$ cat src/rtl/wdog_pkg.sv
package wdog_pkg;
   localparam int ADR_STATUS = 0;
   localparam int ADR_MODE   = 1;
   localparam int ADR_PER0   = 2;
   localparam int BIT_TOF    = 0;
   localparam int BIT_IRF    = 1;
   localparam int BIT_ARM    = 0;
   localparam int BIT_SEL    = 1;

   typedef enum logic [1:0] {
      ACT_NONE  = 2'b00,
      ACT_IRQ   = 2'b01,
      ACT_PULSE = 2'b10
   } wd_action_e;

   function automatic wd_action_e decode_action(input logic arm, input logic sel);
      if (!arm)     return ACT_NONE;
      else if (sel) return ACT_PULSE;
      else          return ACT_IRQ;
   endfunction
endpackage

$ cat src/rtl/wdog_count.sv
module wdog_count #(
   parameter int PER_W = 16
) (
   input  logic             clk,
   input  logic             rst,
   input  logic             tick,
   input  logic [PER_W-1:0] period,
   input  logic             reload,
   input  logic [PER_W-1:0] reload_val,
   output logic             timeout
);
   logic [PER_W-1:0] cnt;
   logic             per_zero;

   assign per_zero = (period == '0);
   assign timeout  = tick && !reload && !per_zero && (cnt == PER_W'(1));

   always_ff @(posedge clk) begin
      if (rst) begin
         cnt <= '0;
      end else if (reload) begin
         cnt <= reload_val;
      end else if (tick) begin
         if (per_zero)                                 cnt <= '0;
         else if ((cnt == PER_W'(1)) || (cnt == '0))   cnt <= period;
         else                                          cnt <= cnt - PER_W'(1);
      end
   end

   p_reload_r2: assert property (@(posedge clk) disable iff (rst)
      reload |=> (cnt == $past(reload_val)));
   p_cnt_bound_r2: assert property (@(posedge clk) disable iff (rst)
      (!per_zero && !reload) |=> (cnt <= $past(period)));
   p_quiet_r8: assert property (@(posedge clk) disable iff (rst)
      (per_zero && !reload) |=> !timeout);
endmodule

$ cat src/rtl/wdog_pulse.sv
module wdog_pulse #(
   parameter int RST_TICKS = 10,
   localparam int PCNT_W = $clog2(RST_TICKS + 1)
) (
   input  logic clk,
   input  logic rst,
   input  logic tick,
   input  logic fire,
   output logic rst_n,
   output logic done
);
   logic [PCNT_W-1:0] pcnt;
   logic              active;

   assign active = (pcnt != '0);
   assign done   = tick && (pcnt == PCNT_W'(1));
   assign rst_n  = !active;

   always_ff @(posedge clk) begin
      if (rst)                  pcnt <= '0;
      else if (fire && !active) pcnt <= PCNT_W'(RST_TICKS);
      else if (tick && active)  pcnt <= pcnt - PCNT_W'(1);
   end

   p_start_r6: assert property (@(posedge clk) disable iff (rst)
      (fire && !active) |=> !rst_n);
   p_end_r6: assert property (@(posedge clk) disable iff (rst)
      done |=> rst_n);
   p_hold_r6: assert property (@(posedge clk) disable iff (rst)
      (active && !tick) |=> (!rst_n && $stable(pcnt)));
endmodule

$ cat src/rtl/wdog_regs.sv
module wdog_regs
   import wdog_pkg::*;
#(
   parameter int PER_BYTES = 2,
   parameter int ADDR_W = 2,
   localparam int PER_W = 8 * PER_BYTES
) (
   input  logic              clk,
   input  logic              rst,
   input  logic              bus_en,
   input  logic              bus_we,
   input  logic [ADDR_W-1:0] bus_addr,
   input  logic [7:0]        bus_wdata,
   output logic [7:0]        bus_rdata,
   input  logic              timeout,
   input  logic              pulse_done,
   output logic              arm,
   output logic              sel,
   output logic [PER_W-1:0]  period,
   output logic              reload,
   output logic [PER_W-1:0]  reload_val,
   output logic              irq_n
);
   logic wr_status, rd_status, wr_mode;
   logic tof_q, irf_q, arm_q, sel_q;
   logic [PER_BYTES-1:0] wr_per;
   logic [7:0] per_q [PER_BYTES];
   wd_action_e act;

   assign wr_status = bus_en && bus_we  && (bus_addr == ADDR_W'(ADR_STATUS));
   assign rd_status = bus_en && !bus_we && (bus_addr == ADDR_W'(ADR_STATUS));
   assign wr_mode   = bus_en && bus_we  && (bus_addr == ADDR_W'(ADR_MODE));
   assign act       = decode_action(arm_q, sel_q);

   for (genvar i = 0; i < PER_BYTES; i++) begin : g_per
      assign wr_per[i] = bus_en && bus_we && (bus_addr == ADDR_W'(ADR_PER0 + i));
      always_ff @(posedge clk) begin
         if (wr_per[i]) per_q[i] <= bus_wdata;
      end
      assign period[8*i +: 8]     = per_q[i];
      assign reload_val[8*i +: 8] = wr_per[i] ? bus_wdata : per_q[i];
   end
   assign reload = |wr_per;

   always_ff @(posedge clk) begin
      if (rst) begin
         tof_q <= 1'b0;
         irf_q <= 1'b0;
         arm_q <= 1'b0;
         sel_q <= 1'b0;
      end else begin
         if (timeout)                            tof_q <= 1'b1;
         else if (wr_status && !bus_wdata[BIT_TOF]) tof_q <= 1'b0;
         if (timeout && (act == ACT_IRQ))        irf_q <= 1'b1;
         else if (rd_status)                     irf_q <= 1'b0;
         if (pulse_done)                         arm_q <= 1'b0;
         else if (wr_mode)                       arm_q <= bus_wdata[BIT_ARM];
         if (wr_mode)                            sel_q <= bus_wdata[BIT_SEL];
      end
   end

   always_comb begin
      bus_rdata = '0;
      if (bus_addr == ADDR_W'(ADR_STATUS)) begin
         bus_rdata[BIT_TOF] = tof_q;
         bus_rdata[BIT_IRF] = irf_q;
      end else if (bus_addr == ADDR_W'(ADR_MODE)) begin
         bus_rdata[BIT_ARM] = arm_q;
         bus_rdata[BIT_SEL] = sel_q;
      end
      for (int i = 0; i < PER_BYTES; i++) begin
         if (bus_addr == ADDR_W'(ADR_PER0 + i)) bus_rdata = per_q[i];
      end
   end

   assign arm   = arm_q;
   assign sel   = sel_q;
   assign irq_n = !irf_q;

   p_tof_set_r3: assert property (@(posedge clk) disable iff (rst)
      timeout |=> tof_q);
   p_tof_sticky_r9: assert property (@(posedge clk) disable iff (rst)
      (tof_q && !(wr_status && !bus_wdata[BIT_TOF])) |=> tof_q);
   p_irq_rep_r4: assert property (@(posedge clk) disable iff (rst)
      (timeout && arm_q && !sel_q) |=> !irq_n);
   p_irq_off_r7: assert property (@(posedge clk) disable iff (rst)
      (timeout && !arm_q) |=> !$rose(irf_q));
   p_rd_clr_r5: assert property (@(posedge clk) disable iff (rst)
      (rd_status && !timeout) |=> irq_n);
   p_disarm_r6: assert property (@(posedge clk) disable iff (rst)
      pulse_done |=> !arm_q);
endmodule

$ cat src/rtl/wdog_dual.sv
module wdog_dual #(
   parameter int PER_BYTES = 2,
   parameter int RST_TICKS = 10,
   localparam int ADDR_W = $clog2(PER_BYTES + 2),
   localparam int PER_W  = 8 * PER_BYTES
) (
   input  logic              clk,
   input  logic              rst,
   input  logic              tick,
   input  logic              bus_en,
   input  logic              bus_we,
   input  logic [ADDR_W-1:0] bus_addr,
   input  logic [7:0]        bus_wdata,
   output logic [7:0]        bus_rdata,
   output logic              irq_n,
   output logic              rst_n
);
   if (PER_BYTES < 1 || PER_BYTES > 4) begin : g_bad_bytes
      $error("wdog_dual: PER_BYTES must lie in 1..4");
   end
   if (RST_TICKS < 1) begin : g_bad_pulse
      $error("wdog_dual: RST_TICKS must be at least 1");
   end

   logic             arm, sel, timeout, pulse_done, reload;
   logic [PER_W-1:0] period, reload_val;

   wdog_regs #(.PER_BYTES(PER_BYTES), .ADDR_W(ADDR_W)) u_regs (
      .clk(clk), .rst(rst), .bus_en(bus_en), .bus_we(bus_we),
      .bus_addr(bus_addr), .bus_wdata(bus_wdata), .bus_rdata(bus_rdata),
      .timeout(timeout), .pulse_done(pulse_done), .arm(arm), .sel(sel),
      .period(period), .reload(reload), .reload_val(reload_val), .irq_n(irq_n)
   );

   wdog_count #(.PER_W(PER_W)) u_count (
      .clk(clk), .rst(rst), .tick(tick), .period(period),
      .reload(reload), .reload_val(reload_val), .timeout(timeout)
   );

   wdog_pulse #(.RST_TICKS(RST_TICKS)) u_pulse (
      .clk(clk), .rst(rst), .tick(tick), .fire(timeout && arm && sel),
      .rst_n(rst_n), .done(pulse_done)
   );

   p_no_irq_in_pulse_r6: assert property (@(posedge clk) disable iff (rst)
      (!rst_n && sel) |-> !$fell(irq_n));
endmodule

$ cat config.mk
export PLATFORM = sky130hd
export DESIGN_NAME = wdog_dual
export DESIGN_NICKNAME = d
export VERILOG_FILES = /design/src/rtl/wdog_pkg.sv /design/src/rtl/wdog_count.sv /design/src/rtl/wdog_pulse.sv /design/src/rtl/wdog_regs.sv /design/src/rtl/wdog_dual.sv
export SDC_FILE = /design/constraint.sdc
export NUM_CORES = 1
export LEC_CHECK = 0
export BUFFER_PORTS_ARGS = -buffer_cell sky130_fd_sc_hd__buf_2
export CORE_MARGIN = 10
export CORE_UTILIZATION = 23
export CTS_CLUSTER_SIZE = 20
export DETAILED_ROUTE_END_ITERATION = 8
export GPL_ROUTABILITY_DRIVEN = 0
export GPL_TIMING_DRIVEN = 0
export MAX_ROUTING_LAYER = met4
export PLACE_DENSITY = 0.41
export SYNTH_ARGS = -nofsm -noshare
export SYNTH_HDL_FRONTEND = slang
export SYNTH_SLANG_ARGS = --single-unit
$ cat constraint.sdc
create_clock -name clk -period 4.3 [get_ports clk]
set_input_delay 0.215 -clock clk [delete_from_list [all_inputs] [get_ports clk]]
set_output_delay 0.215 -clock clk [all_outputs]
set_load 0.02 [all_outputs]
==> qor.json <==
{
  "synth": {
    "synth-seq-cells": 40,
    "yosys.area_share.simple_pct": 20.8,
    "synth.yosys.warnings": 0,
    "synth_area_leaders": "dfxtp_1 (31%), mux2i_1 (9.4%), mux2_2 (7.0%)",
    "synth_top_area_cell": "dfxtp_1",
    "distinct_cells_synth": 51,
    "yosys_most_used_dff": "dfxtp_1",
    "synth.top_cell.area_share_pct": 31.3,
    "synthesis.area_per_instance_um2": 8.73,
    "synth_fa_ha_area_share_pct": 1.96,
    "multiplexer_fraction_of_the_synthesized_cell_area_pct": 18.2,
    "synth_enable_flop_cells": 0,
    "combinational_family_with_the_most_area_after_synthesis": "compound AO/OA/AOI/OAI gates",
    "yosys.area_share.xor_xnor_pct": 1.03,
    "syn_nets": 312,
    "syn-instance-count": 293,
    "synth_async_sr_flop_share_pct": 0,
    "yosysSeqAreaShare_pct": 31.3,
    "netlist_area_mm2": 0.00256,
    "synth_compound_gate_area_share_pct": 21.0
  },
  "min_path": {
    "hold_path_endpoint": "u_pulse.pcnt[3]",
    "holdPathStages": 2,
    "min_delay_startpoint": "rst",
    "worstHoldPathType": "in2reg"
  },
  "final_layout": {
    "final_cell_mix": "dfxtp_1 (40), buf_2 (27), nor2_1 (26)",
    "area_growth_syn_to_layout_pct": 16.5,
    "post_route_cells_drive_above_1_share_pct": 20.0,
    "layout.nets": 343,
    "final_common_cell": "dfxtp_1",
    "antenna-diode-count": 0
  },
  "timing": {
    "report.final.slew_viol_count": 0,
    "finalHoldViolations": 0,
    "finalSetupViolCount": 0,
    "fin_crit_sh_pct": 55.2,
    "setup-tns-final_ns": 0,
    "timing.final.crit_period_ns": 2.37,
    "fmax_mhz": 421,
    "finalClockSkew_ns": 0.00944,
    "worst-slew-pin-transition_ns": 0.929,
    "holdWs_ns": 0.144,
    "rsz_0062_raised_after_global_routing": "no",
    "worst_slew_margin_rel_pct": 37.5
  },
  "clocking": {
    "clk_transition_reported_paths_ns": 0.09,
    "tritoncts": "done",
    "worstSkewPairLatency_ns": 0.30,
    "ctsHoldBuffers": 0,
    "cts_sinks": 40,
    "post_cts_buffers": 0,
    "htreeDepth": 2,
    "clockBufferDepth": 2,
    "post_cts.resized_instances": 0,
    "cts_made_buffers": 5,
    "ctsRootBufferMaster": "clkbuf_8"
  },
  "grt": {
    "grt_first_pass_wirelength_um": 13900,
    "maximum_number_of_pins_on_one_net_before_global_route_repair": 13,
    "grt_antenna_before_repair": 0,
    "grt_overflow_total": 0,
    "groute.usage.overall_pct": 11.0,
    "vias_in_the_first_global_route": 2427
  },
  "critical_path": {
    "worst_setup_path_start_kind": "flip-flop",
    "rr_worst_depth": 6,
    "rr_endpoint": "u_count.cnt[10]",
    "critical_path.reg2reg.startpoint": "u_count.cnt[4]",
    "timing.critical_path.required_ns": 4.46,
    "timing.critical_path.to_type": "flip-flop",
    "worst-endpoint-arrival_ns": 2.53,
    "worstPathMaxFanout": 10,
    "setup.reg_to_reg.worst_slack_ns": 1.93,
    "timing.setup.critical_path_class": "reg2reg"
  },
  "detailed_routing": {
    "number_of_nets_with_antenna_violations_after_routing": 0,
    "post_drt_wl_per_cell_um": 18.2,
    "drt_wl_total_um": 8460,
    "remaining_drc_errors": 0,
    "drt_pre_antenna_iters": 4,
    "via_count": 2390,
    "detail_route.vias_per_cell": 5.14,
    "first_iter_violations": 236
  },
  "floorplanning": {
    "ioPinCount": 25,
    "die_width_um": 125,
    "fp-row-count": 38,
    "die_area_mm2": 0.0157,
    "core_mm2": 0.0108,
    "initial_utilization_pct": 23.6,
    "die-height_um": 125
  },
  "pwr": {
    "peak_ir_drop_on_the_vdd_network_mv": 0.258,
    "power_per_cell_area_mw_per_mm2": 677,
    "cellLeakagePower_uw": 0.00113
  },
  "run_status": {
    "status": "finished, final reports clean"
  },
  "place": {
    "portBuffers": 24,
    "detailedPlacementHpwl_um": 6300
  },
  "job": {
    "maxCapViolations": 0
  }
}
[Yosys cell counts (5+ instances only)]
| cell type | n |
|---|---|
| clkbuf_1 | 16 |
| nor2b_1 | 6 |
| mux2i_1 | 24 |
| inv_1 | 8 |
| o21ai_0 | 5 |
| nor2_1 | 26 |
| nor4_1 | 8 |
| dfxtp_1 | 40 |
| nand3_1 | 5 |
| nor3_1 | 7 |
| o211ai_1 | 14 |
| mux2_2 | 16 |
| nand2_1 | 6 |
| a21oi_1 | 25 |
| a31oi_1 | 17 |
[critical path: stages (launching register included)]
cell	delay (ns)
dfxtp_1	0.39
nor4_1	0.83
nand2_2	0.27
or2_4	0.33
buf_6	0.14
o2111ai_1	0.17
a21oi_1	0.09
[cells by family after synthesis]
kind of cell,after synthesis
buf+inv,32
flops,40
mux,42
xor+xnor,3
compound gates,81
simple gates,91
fa+ha+maj,4
[routing by layer]
metal | global-route usage (%) | vias up | share of wire [%]
met5 | - | - | 0
met4 | 2.98 | 0 | 1.3
met3 | 1.23 | 8 | 4.3
met2 | 17.2 | 58 | 47
met1 | 14.5 | 1141 | 47
li1 | - | 1183 | -
[worst max path at each step]
stage / startpoint / end / slack, ns / depth (start not counted)
final: u_count.cnt[4] / u_count.cnt[10] / 1.93 / 6
after CTS: u_count.cnt[4] / u_count.cnt[10] / 1.96 / 6
after floorplan: u_count.cnt[12] / u_count.cnt[10] / 2.32 / 7
after global placement: u_count.cnt[4] / u_count.cnt[8] / 1.97 / 6
after global routing: u_count.cnt[4] / u_count.cnt[10] / 1.75 / 6
after detailed placement: u_count.cnt[4] / u_count.cnt[8] / 1.96 / 6
[final cells by class]
class	count	area (um2)
well taps	140	175
clock buffers	7	96.3
flip-flops and latches	40	801
multi-input cells	221	1610
inverters	9	33.8
repair buffers	24	120
clock inverters	1	30.0
fillers	1208	7860
plain buffers	23	113
[where the power goes]
part	switching [uW]	internal (uW)	leakage (uW)
Clock	144	205	0.0000645
Combinational	594	445	0.000730
Sequential	156	472	0.000331
Total	894	1120	0.00113
[through the flow]
stage	util (%)	worst slack, ns	instances	cell area (um2)	power [uW]
3_3_place_gp	26.3	1.97	457	2850	1670
3_5_place_dp	26.3	1.96	457	2850	1670
2_1_floorplan	-	2.32	293	2560	1380
6_report	27.5	1.93	465	2980	2020
4_1_cts	27.5	1.96	465	2980	2020
5_1_grt	27.5	1.75	465	2980	2170
[sequential cells by signal, summed over array words and instances, names as in the netlist]
register,flops
u_regs.per_q,16
u_regs.arm,1
u_regs.sel,1
u_count.cnt,16
u_regs.irf_q,1
u_pulse.pcnt,4
u_regs.tof_q,1
No activity file was read; power rests on OpenSTA's default activity.
